===== src/rtl/lsmon_pkg.sv =====
package lsmon_pkg;

  typedef struct packed {
    logic ext_on;
    logic ext_ok;
    logic ref_on;
    logic ref_ok;
    logic src_sel;
  } osc_stat_t;

  typedef enum logic [1:0] {
    MON_IDLE   = 2'd0,
    MON_WATCH  = 2'd1,
    MON_FAILED = 2'd2
  } mon_state_e;

  function automatic logic mon_armed(osc_stat_t s, logic en);
    return en & s.ext_on & s.ext_ok & s.ref_on & s.ref_ok & s.src_sel;
  endfunction

  function automatic logic path_open(osc_stat_t s);
    return s.ext_on & s.ext_ok & s.src_sel;
  endfunction

endpackage


===== src/rtl/lsmon_edge_sync.sv =====
module lsmon_edge_sync #(
  parameter int unsigned STAGES = 2
) (
  input  logic clk_i,
  input  logic rst_ni,
  input  logic async_i,
  output logic rise_o
);

  logic [STAGES-1:0] sync_q;
  logic              last_q;

  for (genvar g = 0; g < STAGES; g++) begin : g_stage
    if (g == 0) begin : g_first
      always_ff @(posedge clk_i or negedge rst_ni) begin
        if (!rst_ni) sync_q[g] <= 1'b0;
        else         sync_q[g] <= async_i;
      end
    end else begin : g_next
      always_ff @(posedge clk_i or negedge rst_ni) begin
        if (!rst_ni) sync_q[g] <= 1'b0;
        else         sync_q[g] <= sync_q[g-1];
      end
    end
  end

  always_ff @(posedge clk_i or negedge rst_ni) begin
    if (!rst_ni) last_q <= 1'b0;
    else         last_q <= sync_q[STAGES-1];
  end

  assign rise_o = sync_q[STAGES-1] & ~last_q;

  a_r3_rise_single: assert property (@(posedge clk_i) disable iff (!rst_ni)
    rise_o |=> !rise_o);

endmodule


===== src/rtl/lsmon_gap_counter.sv =====
module lsmon_gap_counter
  import lsmon_pkg::*;
#(
  parameter int unsigned THRESH = 8
) (
  input  logic clk_i,
  input  logic rst_ni,
  input  logic mon_en_i,
  input  logic armed_i,
  input  logic edge_i,
  output logic fail_o,
  output logic fail_evt_o
);

  localparam int unsigned CNT_W = $clog2(THRESH + 1);
  localparam logic [CNT_W-1:0] LAST = CNT_W'(THRESH - 1);

  mon_state_e       state_q, state_d;
  logic [CNT_W-1:0] cnt_q, cnt_d;

  assign fail_evt_o = (state_q == MON_WATCH) && armed_i && !edge_i && (cnt_q == LAST);

  always_comb begin
    state_d = state_q;
    cnt_d   = cnt_q;
    unique case (state_q)
      MON_IDLE: begin
        cnt_d = '0;
        if (armed_i) state_d = MON_WATCH;
      end
      MON_WATCH: begin
        if (!armed_i) begin
          state_d = MON_IDLE;
          cnt_d   = '0;
        end else if (edge_i) begin
          cnt_d = '0;
        end else if (fail_evt_o) begin
          state_d = MON_FAILED;
          cnt_d   = '0;
        end else begin
          cnt_d = cnt_q + 1'b1;
        end
      end
      MON_FAILED: begin
        cnt_d = '0;
        if (!mon_en_i) state_d = MON_IDLE;
      end
      default: begin
        state_d = MON_IDLE;
        cnt_d   = '0;
      end
    endcase
  end

  always_ff @(posedge clk_i or negedge rst_ni) begin
    if (!rst_ni) begin
      state_q <= MON_IDLE;
      cnt_q   <= '0;
    end else begin
      state_q <= state_d;
      cnt_q   <= cnt_d;
    end
  end

  assign fail_o = (state_q == MON_FAILED);

  a_r4_cnt_bound: assert property (@(posedge clk_i) disable iff (!rst_ni)
    cnt_q < CNT_W'(THRESH));

  a_r2_armed_before_fail: assert property (@(posedge clk_i) disable iff (!rst_ni)
    $rose(fail_o) |-> $past(armed_i));

  a_r6_fail_sticky: assert property (@(posedge clk_i) disable iff (!rst_ni)
    fail_o && mon_en_i |=> fail_o);

  a_r3_edge_restarts: assert property (@(posedge clk_i) disable iff (!rst_ni)
    edge_i && state_q == MON_WATCH && armed_i |=> cnt_q == '0);

endmodule


===== src/rtl/lsmon_event.sv =====
module lsmon_event (
  input  logic clk_i,
  input  logic rst_ni,
  input  logic evt_rst_ni,
  input  logic fail_evt_i,
  input  logic standby_i,
  input  logic irq_en_i,
  input  logic flag_clr_i,
  input  logic pll_req_i,
  output logic flag_o,
  output logic irq_o,
  output logic wake_o,
  output logic pll_mode_o
);

  logic flag_q, wake_q, pll_kill_q;

  // set wins over clear
  always_ff @(posedge clk_i or negedge evt_rst_ni) begin
    if (!evt_rst_ni) begin
      flag_q <= 1'b0;
      wake_q <= 1'b0;
    end else begin
      wake_q <= fail_evt_i & standby_i;
      if (fail_evt_i && !standby_i) flag_q <= 1'b1;
      else if (flag_clr_i)          flag_q <= 1'b0;
    end
  end

  // hardware drop of the PLL-lock mode; released once software withdraws its request
  always_ff @(posedge clk_i or negedge rst_ni) begin
    if (!rst_ni)          pll_kill_q <= 1'b0;
    else if (fail_evt_i)  pll_kill_q <= 1'b1;
    else if (!pll_req_i)  pll_kill_q <= 1'b0;
  end

  assign flag_o     = flag_q;
  assign irq_o      = flag_q & irq_en_i;
  assign wake_o     = wake_q;
  assign pll_mode_o = pll_req_i & ~pll_kill_q;

  a_r7_wake_pulse: assert property (@(posedge clk_i) disable iff (!evt_rst_ni)
    wake_q |=> !wake_q);

  a_r7_wake_in_standby: assert property (@(posedge clk_i) disable iff (!evt_rst_ni)
    $rose(wake_q) |-> $past(standby_i));

  a_r9_flag_cleared: assert property (@(posedge clk_i) disable iff (!evt_rst_ni)
    flag_clr_i && !fail_evt_i |=> !flag_q);

endmodule


===== src/rtl/lsclk_fail_mon.sv =====
module lsclk_fail_mon
  import lsmon_pkg::*;
#(
  parameter int unsigned SYNC_STAGES = 2,
  parameter int unsigned GAP_THRESH  = 8
) (
  input  logic clk_i,
  input  logic rst_ni,
  input  logic sys_rst_ni,
  input  logic ext_clk_i,
  input  logic ext_on_i,
  input  logic ext_ok_i,
  input  logic ref_on_i,
  input  logic ref_ok_i,
  input  logic src_sel_i,
  input  logic mon_en_i,
  input  logic standby_i,
  input  logic irq_en_i,
  input  logic flag_clr_i,
  input  logic pll_req_i,
  output logic clk_valid_o,
  output logic fail_o,
  output logic flag_o,
  output logic irq_o,
  output logic wake_o,
  output logic pll_mode_o
);

  osc_stat_t stat;
  logic      armed, ext_rise, fail, fail_evt, evt_rst_n;

  assign stat = '{ext_on: ext_on_i, ext_ok: ext_ok_i, ref_on: ref_on_i,
                  ref_ok: ref_ok_i, src_sel: src_sel_i};
  assign armed     = mon_armed(stat, mon_en_i);
  assign evt_rst_n = rst_ni & sys_rst_ni;

  lsmon_edge_sync #(.STAGES(SYNC_STAGES)) u_sync (
    .clk_i  (clk_i),
    .rst_ni (rst_ni),
    .async_i(ext_clk_i),
    .rise_o (ext_rise)
  );

  lsmon_gap_counter #(.THRESH(GAP_THRESH)) u_gap (
    .clk_i     (clk_i),
    .rst_ni    (rst_ni),
    .mon_en_i  (mon_en_i),
    .armed_i   (armed),
    .edge_i    (ext_rise),
    .fail_o    (fail),
    .fail_evt_o(fail_evt)
  );

  lsmon_event u_evt (
    .clk_i     (clk_i),
    .rst_ni    (rst_ni),
    .evt_rst_ni(evt_rst_n),
    .fail_evt_i(fail_evt),
    .standby_i (standby_i),
    .irq_en_i  (irq_en_i),
    .flag_clr_i(flag_clr_i),
    .pll_req_i (pll_req_i),
    .flag_o    (flag_o),
    .irq_o     (irq_o),
    .wake_o    (wake_o),
    .pll_mode_o(pll_mode_o)
  );

  assign fail_o      = fail;
  assign clk_valid_o = path_open(stat) & ~fail;

  a_r5_gate_closed: assert property (@(posedge clk_i) disable iff (!rst_ni)
    fail_o |-> !clk_valid_o);

  a_r10_pll_dropped: assert property (@(posedge clk_i) disable iff (!rst_ni)
    $rose(fail_o) |-> !pll_mode_o);

  a_r8_flag_with_fail: assert property (@(posedge clk_i) disable iff (!evt_rst_n)
    $rose(fail_o) && !$past(standby_i) |-> flag_o);

endmodule


===== config.mk =====
export PLATFORM = sky130hd
export DESIGN_NAME = lsclk_fail_mon
export DESIGN_NICKNAME = d
export VERILOG_FILES = /design/src/rtl/lsmon_pkg.sv /design/src/rtl/lsmon_edge_sync.sv /design/src/rtl/lsmon_gap_counter.sv /design/src/rtl/lsmon_event.sv /design/src/rtl/lsclk_fail_mon.sv
export SDC_FILE = /design/constraint.sdc
export NUM_CORES = 1
export LEC_CHECK = 0
export ABC_CLOCK_PERIOD_IN_PS = 3150
export CORE_AREA = 10 10 47 49
export CTS_CLUSTER_DIAMETER = 50
export DETAILED_ROUTE_END_ITERATION = 6
export DIE_AREA = 0 0 57 59
export HOLD_SLACK_MARGIN = 0.03
export PLACE_DENSITY = 0.74
export SLEW_MARGIN = 25
export SYNTH_ARGS = -nofsm -noshare
export SYNTH_HDL_FRONTEND = slang
export SYNTH_SLANG_ARGS = --single-unit

===== constraint.sdc =====
create_clock -name clk_i -period 3.15 [get_ports clk_i]
set_input_delay 0.315 -clock clk_i [delete_from_list [all_inputs] [get_ports clk_i]]
set_output_delay 0.315 -clock clk_i [all_outputs]
set_load 0.005 [all_outputs]

# Word level (Yosys, flattened, before mapping)
# Cells that the tools add are included.
dict set report totals {
  ram_bits 0
  out_inout_bits 6
  mem_count 0
  latchBits 0
  elab_cells 56
  mem_bits_ro 0
  in_bits 14
  ff_bits 12
}
dict set report op_classes {
  magnitude_cmp 0
  n_addsub 1
  mux 14
  mul 0
  n_bitwise 16
  eq_ne 8
  reduce_logical 9
  shifts 0
  div_mod_pow 0
}
# operator count
set ops {}
lappend ops {{two-way mux 4 bit} 4}
lappend ops {{bitwise AND 1 bit} 13}
lappend ops {{two-way mux 2 bit} 5}
lappend ops {{one-hot mux 2 bit (3 select lines)} 1}
lappend ops {{adder 4 x 1 -> 4 bit, second input constant} 1}
lappend ops {{equality test 4 x 3 -> 1 bit, second input constant} 1}
lappend ops {{logical AND 1 bit} 4}
lappend ops {{two-way mux 1 bit} 4}
lappend ops {{!= test 2 x 1 -> 1 bit, second input constant} 2}
lappend ops {{AND reduction 4 bit} 1}
lappend ops {{!= test 3 x 2 -> 1 bit, second input constant} 1}
lappend ops {{!= test 3 bit, second input constant} 1}
lappend ops {{NOT 1 bit} 3}
lappend ops {{equality test 2 x 1 -> 1 bit, second input constant} 1}
lappend ops {{equality test 2 bit, second input constant} 1}
lappend ops {{logical NOT 1 bit} 2}
lappend ops {{logical NOT 2 bit} 1}
lappend ops {{!= test 2 bit, second input constant} 1}
lappend ops {{nonzero test 2 bit} 1}

# Depth between registers and ports, before layout
# Gate-level depths: netlist of run 1.
dict set report depth {
  ltp_word 12
  mapped_depth 4
  mapped_depth_nobuf 4
}

# By module
# A second synthesis of run 1 with hierarchy kept.
dict set report hier_totals {
  hier_cells 43
  area_unflattened_um2 515.5
}
# module area_each_um2 cells_per_inst n_inst seq_area_each_um2
set modules_own_cells {}
lappend modules_own_cells {lsmon_gap_counter 272.8 23 1 150.1}
lappend modules_own_cells {lsmon_event 122.6 11 1 75.1}
lappend modules_own_cells {lsmon_edge_sync 88.8 4 1 75.1}
lappend modules_own_cells {lsclk_fail_mon 31.3 5 1 0.0}

# Least setup slack after synthesis of run 1
# Ideal clock, no wire load.
dict set report synth_path {
  path_kind {reg-to-reg}
  from {register u_gap.cnt_q[0]}
  to {register u_gap.state_q[0]}
  setup_time_ns 0.099
  synth_period_minus_slack_ns 1.130
  path_stages_with_launch 4
  t_arrival_ns 1.031
  n_path_buf 0
  required_time_ns 3.051
  setup_slack_ns 2.020
  path_cell_list {dfrtp_1 > ha_1 > and3b_1 > a311oi_1}
}
dict set report synth_between {
  elab_chain_len 4
}
# element line
set synth_rtl {}
lappend synth_rtl {{start, declared} lsmon_gap_counter.sv:19} ;# logic [CNT_W-1:0] cnt_q, cnt_d;
lappend synth_rtl {{start signal, assigned} lsmon_gap_counter.sv:61} ;# cnt_q <= cnt_d;
lappend synth_rtl {{equality test 4 x 3 -> 1 bit} lsmon_gap_counter.sv:21} ;# assign fail_evt_o = (state_q == MON_WATCH) && armed_i && !edge_i && (cnt_q == LAST);
lappend synth_rtl {{logical AND 1 bit} lsmon_gap_counter.sv:21}
lappend synth_rtl {{!= test 3 x 2 -> 1 bit (no line)} -}
lappend synth_rtl {{AND reduction 4 bit (no line)} -}
lappend synth_rtl {{end signal, assigned} lsmon_gap_counter.sv:60} ;# state_q <= state_d;
lappend synth_rtl {{end, declared} lsmon_gap_counter.sv:18} ;# mon_state_e state_q, state_d;
# Every way passes these cells.
# A chain may end at the register's enable or synchronous reset.

# Final worst setup path of run 1
dict set report layout_path {
  from {input port src_sel_i}
  to {output port clk_valid_o}
}
dict set report layout_between {
  elab_chain_len 2
}
# element line
set layout_rtl {}
lappend layout_rtl {{start, declared} lsclk_fail_mon.sv:15} ;# input logic src_sel_i,
lappend layout_rtl {{bitwise AND 1 bit} lsmon_pkg.sv:22} ;# return s.ext_on & s.ext_ok & s.src_sel;
lappend layout_rtl {{bitwise AND 1 bit} lsclk_fail_mon.sv:70} ;# assign clk_valid_o = path_open(stat) & ~fail;
lappend layout_rtl {{end, declared} lsclk_fail_mon.sv:21} ;# output logic clk_valid_o,
# Every way passes these cells.

==> reports/metrics.cfg, run 1 <==
[setup_path]
reg2reg_depth = 3
critPathLaunchType = primary input
worstSetupPathType = primary input to primary output
cpMostUsedCell = clkdlybuf4s50_1
worstPathMaxFanout = 3
endpoint_kind = primary output
cp_data_arrival_time_ns = 1.62
required_ns = 2.83
r2r_slack_ns = 1.94
slowest_delay_ns = 0.51
path_buf_inv = 2
crit_chain = clkdlybuf4s50_1 -> and3_2 -> nor2b_1 -> clkdlybuf4s50_1
crit_cells = 4
critical-path-slowest-cell = clkdlybuf4s50_1
cpLargestDelayFamily = buffers and inverters

[drt]
ant_nets = 0
routed_wl_um = 1070
post_drt_wl_per_cell_um = 12.9
drcViolationCount = 0
vias = 405
vias_per_cell = 4.88
dr.pass1.iters = 2
drt_iter0_markers = 10

[global_routing]
antenna_found_initial = 0
busiest_layer = met2
grt_use_met3_pct = 2.36
grt_pass1_vias = 422
use_met2_pct = 10.4
grtUsageTotal_pct = 6.79
grt_max_degree = 12
grt.overflow.total = 0
use_met1_pct = 7.65
grt_pass1_wl_um = 1820

[placed_design]
dp_slack_ns = 1.20
gp_congestion = 0.631
dpl.hpwl_um = 904
io_buffers = 19

[timing]
clock.fmax_mhz = 517
hold_viol_final = 0
fin_setup_tns_ns = 0
drv_slew = 0
slew_headroom_pct = 70.9
setup_violations = 0
min_period_ns = 1.94
tightest_slew_ns = 0.435
setup_ws_ns = 1.21
finalCritPeriodShare_pct = 61.5
clock_skew_ns = 0.00175
rsz0062_at_grt = no

[floorplanning]
die_h_um = 59
initial_core_util_pct = 38.3
rows = 14
coreArea_um2 = 1400
die_area_um2 = 3360
die_w_um = 57
ios = 20

[clock_network]
clockBufferDepth = 2
htree_levels = 1
cts_tree = built
postCtsHoldBufs = 0
cts.clk_slew.worst_paths_ns = 0.06
cts_resized = 0
post-cts-setup-buffers = 0
cts_root_buf = clkbuf_4
numCtsBuffers = 3
clk_latency_ns = 0.26
cts.sinks = 12

[finish]
mostFrequentLayoutCells = 19 x clkdlybuf4s50_1, 12 x dfrtp_1, 4 x nor2_1
final_core_util_pct = 54.9
area_growth_syn_to_layout_pct = 43.4
layout_commonest_cell = clkdlybuf4s50_1
nets = 84
num_antenna_cells = 0
drive_above_1_share_pct = 14.9
fill_cells = 132

[synth]
yosysUniqueCellTypes = 22
synth_warnings = 0
syn_area_um2 = 537
synth.avg_cell_area_um2 = 11.9
synth-seq-cells = 12
netlist_instances = 45
synth-seq-area-share_pct = 55.9
synth_nets = 60

[power_and_ir_drop]
power_density_nw_per_um2 = 353
finalPower_uw = 272
p_leak_uw = 0.000327
ir_worst_vdd_mv = 0.214

[outcome]
status = finished clean

[flow_run]
drv_cap = 0

[min_path]
hold_class = primary input to asynchronous set/reset pin

==> registers in the layout, indices dropped and copies added (netlist names) <==
register and flops:
u_sync.sync_q 2, u_evt.flag_o 1, u_gap.state_q 2, u_evt.wake_o 1
u_evt.pll_kill_q 1, u_gap.cnt_q 4, u_sync.last_q 1
==> cell families (layout without fill, tap and decap cells) <==
logic type	Yosys count	in the layout	synth area share, %
AO/OA/AOI/OAI	4	4	6.53
multiplexers	1	1	1.86
XOR/XNOR	1	1	1.63
buffers and inverters	3	25	2.10
AND/OR/NAND/NOR	23	23	29.6
flip-flops	12	12	55.9
adder cells (fa/ha/maj)	1	1	2.33
==> cells in the mapped netlist, drive strengths merged <==
cell / n / area share [%]
mux2i: 1 / 1.9
xnor2: 1 / 1.6
nand2b: 1 / 1.6
ha: 1 / 2.3
nor2: 4 / 2.8
inv: 3 / 2.1
nand2: 3 / 2.1
o32ai: 1 / 3.0
and2: 2 / 2.3
nor3: 2 / 1.9
and3b: 1 / 1.6
dfrtp: 12 / 56
nand4: 1 / 4.0
nand3b: 1 / 1.4
and2b: 1 / 1.6
a311oi: 1 / 1.6
nor2b: 3 / 4.9
o21ai: 2 / 1.9
and3: 2 / 3.5
nand3: 2 / 1.9
==> area by class of cell <==
class | instances | area (µm²) | share of cell area (%)
clock buffers | 3 | 22.5 | 2.93
well taps | 16 | 20.0 | 2.60
multi-input cells | 30 | 225 | 29.3
flip-flops and latches | 12 | 300 | 39.0
repair buffers | 19 | 190 | 24.7
inverters | 3 | 11.3 | 1.46
==> worst paths after layout <==
kind,startpoint,end
min in group clk_i,u_sync.sync_q[0],u_sync.sync_q[1]
setup / recovery,src_sel_i,clk_valid_o
max in group asynchronous,rst_ni,u_evt.flag_o
hold reg to reg,u_sync.sync_q[0],u_sync.sync_q[1]
setup reg to reg,u_gap.cnt_q[0],u_gap.state_q[0]
hold / removal,sys_rst_ni,u_evt.wake_o
==> power breakdown <==
group          switching [µW]  internal, µW  total (µW)
clock                    43.2          44.1        87.4
combinational            8.38          19.0        27.3
sequential              0.723           156         157
total                    52.3           219         272
==> worst register-to-register path, stage by stage, from the launching register on <==
cell      delay [ns]
dfrtp_1         0.40
ha_1            0.25
and3b_1         0.21
a311oi_1        0.26
==> layer usage <==
layer	up-vias	share of wire, %
li1	198	-
met2	15	48
met5	-	0
met1	192	43
met4	0	0
met3	0	9.4
==> metrics by stage <==
step           instance area (µm²)  hold slack, ns  cells
2_1_floorplan                  537          0.0194     45
3_3_place_gp                   747           0.332     80
3_5_place_dp                   747           0.335     80
4_1_cts                        769           0.313     83
5_1_grt                        769           0.336     83
6_report                       769           0.318     83
Power figures use the tool's default switching activity.
==> run 2: changes to the inputs <==
--- a/config.mk
+++ b/config.mk
@@ -5,13 +5,13 @@
 export SDC_FILE = /design/constraint.sdc
 export NUM_CORES = 1
 export LEC_CHECK = 0
-export ABC_CLOCK_PERIOD_IN_PS = 3150
-export CORE_AREA = 10 10 47 49
+export ABC_CLOCK_PERIOD_IN_PS = 1650
+export CORE_MARGIN = 10
+export CORE_UTILIZATION = 37
 export CTS_CLUSTER_DIAMETER = 50
 export DETAILED_ROUTE_END_ITERATION = 6
-export DIE_AREA = 0 0 57 59
 export HOLD_SLACK_MARGIN = 0.03
-export PLACE_DENSITY = 0.74
+export PLACE_DENSITY = 0.71
 export SLEW_MARGIN = 25
 export SYNTH_ARGS = -nofsm -noshare
 export SYNTH_HDL_FRONTEND = slang
==> constraint.sdc (replaced) <==
create_clock -name clk_i -period 1.65 [get_ports clk_i]
set_input_delay 0.165 -clock clk_i [delete_from_list [all_inputs] [get_ports clk_i]]
set_output_delay 0.165 -clock clk_i [all_outputs]
set_load 0.005 [all_outputs]
==> reports/metrics.cfg, run 2 (synthesis gave the netlist of run 1 again) <==
[outcome]
status = finished clean

[floorplanning]
die_h_um = 58.1
initial_core_util_pct = 40.2
die_area_um2 = 3370
die_w_um = 58.1
coreArea_um2 = 1330
rows = 13
ios = 20

[finish]
mostFrequentLayoutCells = 18 x clkdlybuf4s50_1, 12 x dfrtp_1, 5 x buf_4
finalNonFillerCells = 87
multiInputGateArea_um2 = 225
layout_commonest_cell = clkdlybuf4s50_1
fill_cells = 107
num_antenna_cells = 0
nets = 89
final_core_util_pct = 60.6
largest_register_ffs = 4
reg_top3 = u_gap.cnt_q x4, u_gap.state_q x2, u_sync.sync_q x2
seqCellArea_um2 = 300
area_growth_syn_to_layout_pct = 50.6
design_area_um2 = 808
largest_register = u_gap.cnt_q
drive_above_1_share_pct = 20.8

[timing]
setup_violations = 0
rsz0062_at_grt = no
clock_skew_ns = 0.00491
clock.fmax_mhz = 648
finalCritPeriodShare_pct = 93.5
slew_headroom_pct = 85.1
tightest_slew_ns = 0.222
setup_ws_ns = 0.106
fin_setup_tns_ns = 0
min_period_ns = 1.54
hold_viol_final = 0
drv_slew = 0

[drt]
vias_per_cell = 4.77
post_drt_wl_per_cell_um = 13.6
dr.pass1.iters = 2
ant_nets = 0
drt_iter0_markers = 2
vias = 415
routed_wl_um = 1180
drcViolationCount = 0

[global_routing]
grt_pass1_wl_um = 2010
grtUsageTotal_pct = 7.68
grt.overflow.total = 0
antenna_found_initial = 0
grt_max_degree = 12
grt_pass1_vias = 469

[setup_path]
crit_cells = 2
worstSetupPathType = flop to primary output
reg2reg_to = u_gap.state_q[0]
slowest_delay_ns = 0.51
path_buf_inv = 1
r2r_slack_ns = 0.41
critPathLaunchType = flop
reg2reg_depth = 3
endpoint_kind = primary output
worstPathMaxFanout = 3
cpLargestDelayFamily = buffers and inverters
crit_chain = and2b_2 -> clkdlybuf4s50_1
critical-path-slowest-cell = clkdlybuf4s50_1
r2r-start = u_gap.cnt_q[0]
cp_data_arrival_time_ns = 1.38
required_ns = 1.48

[clock_network]
cts.sinks = 12
cts_tree = built
numCtsBuffers = 3
htree_levels = 1
cts.clk_slew.worst_paths_ns = 0.07
clockBufferDepth = 2
clk_latency_ns = 0.27
cts_root_buf = clkbuf_4

[power_and_ir_drop]
ir_worst_vdd_mv = 0.555
p_leak_uw = 0.000370
power_density_nw_per_um2 = 650

[placed_design]
placed_area_um2 = 761
io_buffers = 19
gp_congestion = 0.638
dp_slack_ns = 0.0453
dpl.hpwl_um = 923
dp_cells = 81

[flow_run]
drv_cap = 0

[min_path]
hold_class = primary input to asynchronous set/reset pin

## run 2: worst max-delay path by stage
| stage | from | end | slack, ns |
|---|---|---|---|
| after floorplan | u_gap.cnt_q[0] | u_gap.state_q[0] | 0.52 |
| after global placement | src_sel_i | clk_valid_o | 0.07 |
| after detailed placement | ext_ok_i | clk_valid_o | 0.05 |
| after CTS | u_gap.state_q[1] | clk_valid_o | 0.002 |
| after global routing | u_gap.state_q[0] | fail_o | 0.04 |
| final | u_gap.state_q[0] | fail_o | 0.11 |
## run 2: cell type report
| type | count | area share [%] |
|---|---|---|
| clock buffers | 3 | 2.79 |
| well taps | 15 | 2.32 |
| flip-flops and latches | 12 | 37.2 |
| inverters | 3 | 1.39 |
| repair buffers | 24 | 28.5 |
| multi-input cells | 30 | 27.9 |
## run 2: through the flow
| step | total power, µW | hold WS (ns) |
|---|---|---|
| 3_3_place_gp | 361 | 0.331 |
| 3_5_place_dp | 361 | 0.336 |
| 4_1_cts | 530 | 0.145 |
| 5_1_grt | 558 | 0.168 |
| 6_report | 525 | 0.147 |
| 2_1_floorplan | 316 | -0.131 |
## run 2: metal layers
layer / vias to the layer above / global-route usage (%) / wire, µm
met2: 14 / 12.7 / 544
met5: - / 0 / 0
met1: 189 / 7.43 / 500
li1: 207 / - / -
met4: 0 / 6.04 / 39
met3: 5 / 3.05 / 94
## run 2: report_power, final
group	internal [µW]	switching, µW
registers	298	1.45
clock network	84.4	85.6
logic	39.1	16.9
## run 2: repair_timing
item                                    4_1_cts  5_1_grt
resized for setup                             0        1
hold buffers                                  0        0
buffers inserted                              2        1
endpoints found under the setup margin        1        1
endpoints found under the hold margin         0        0
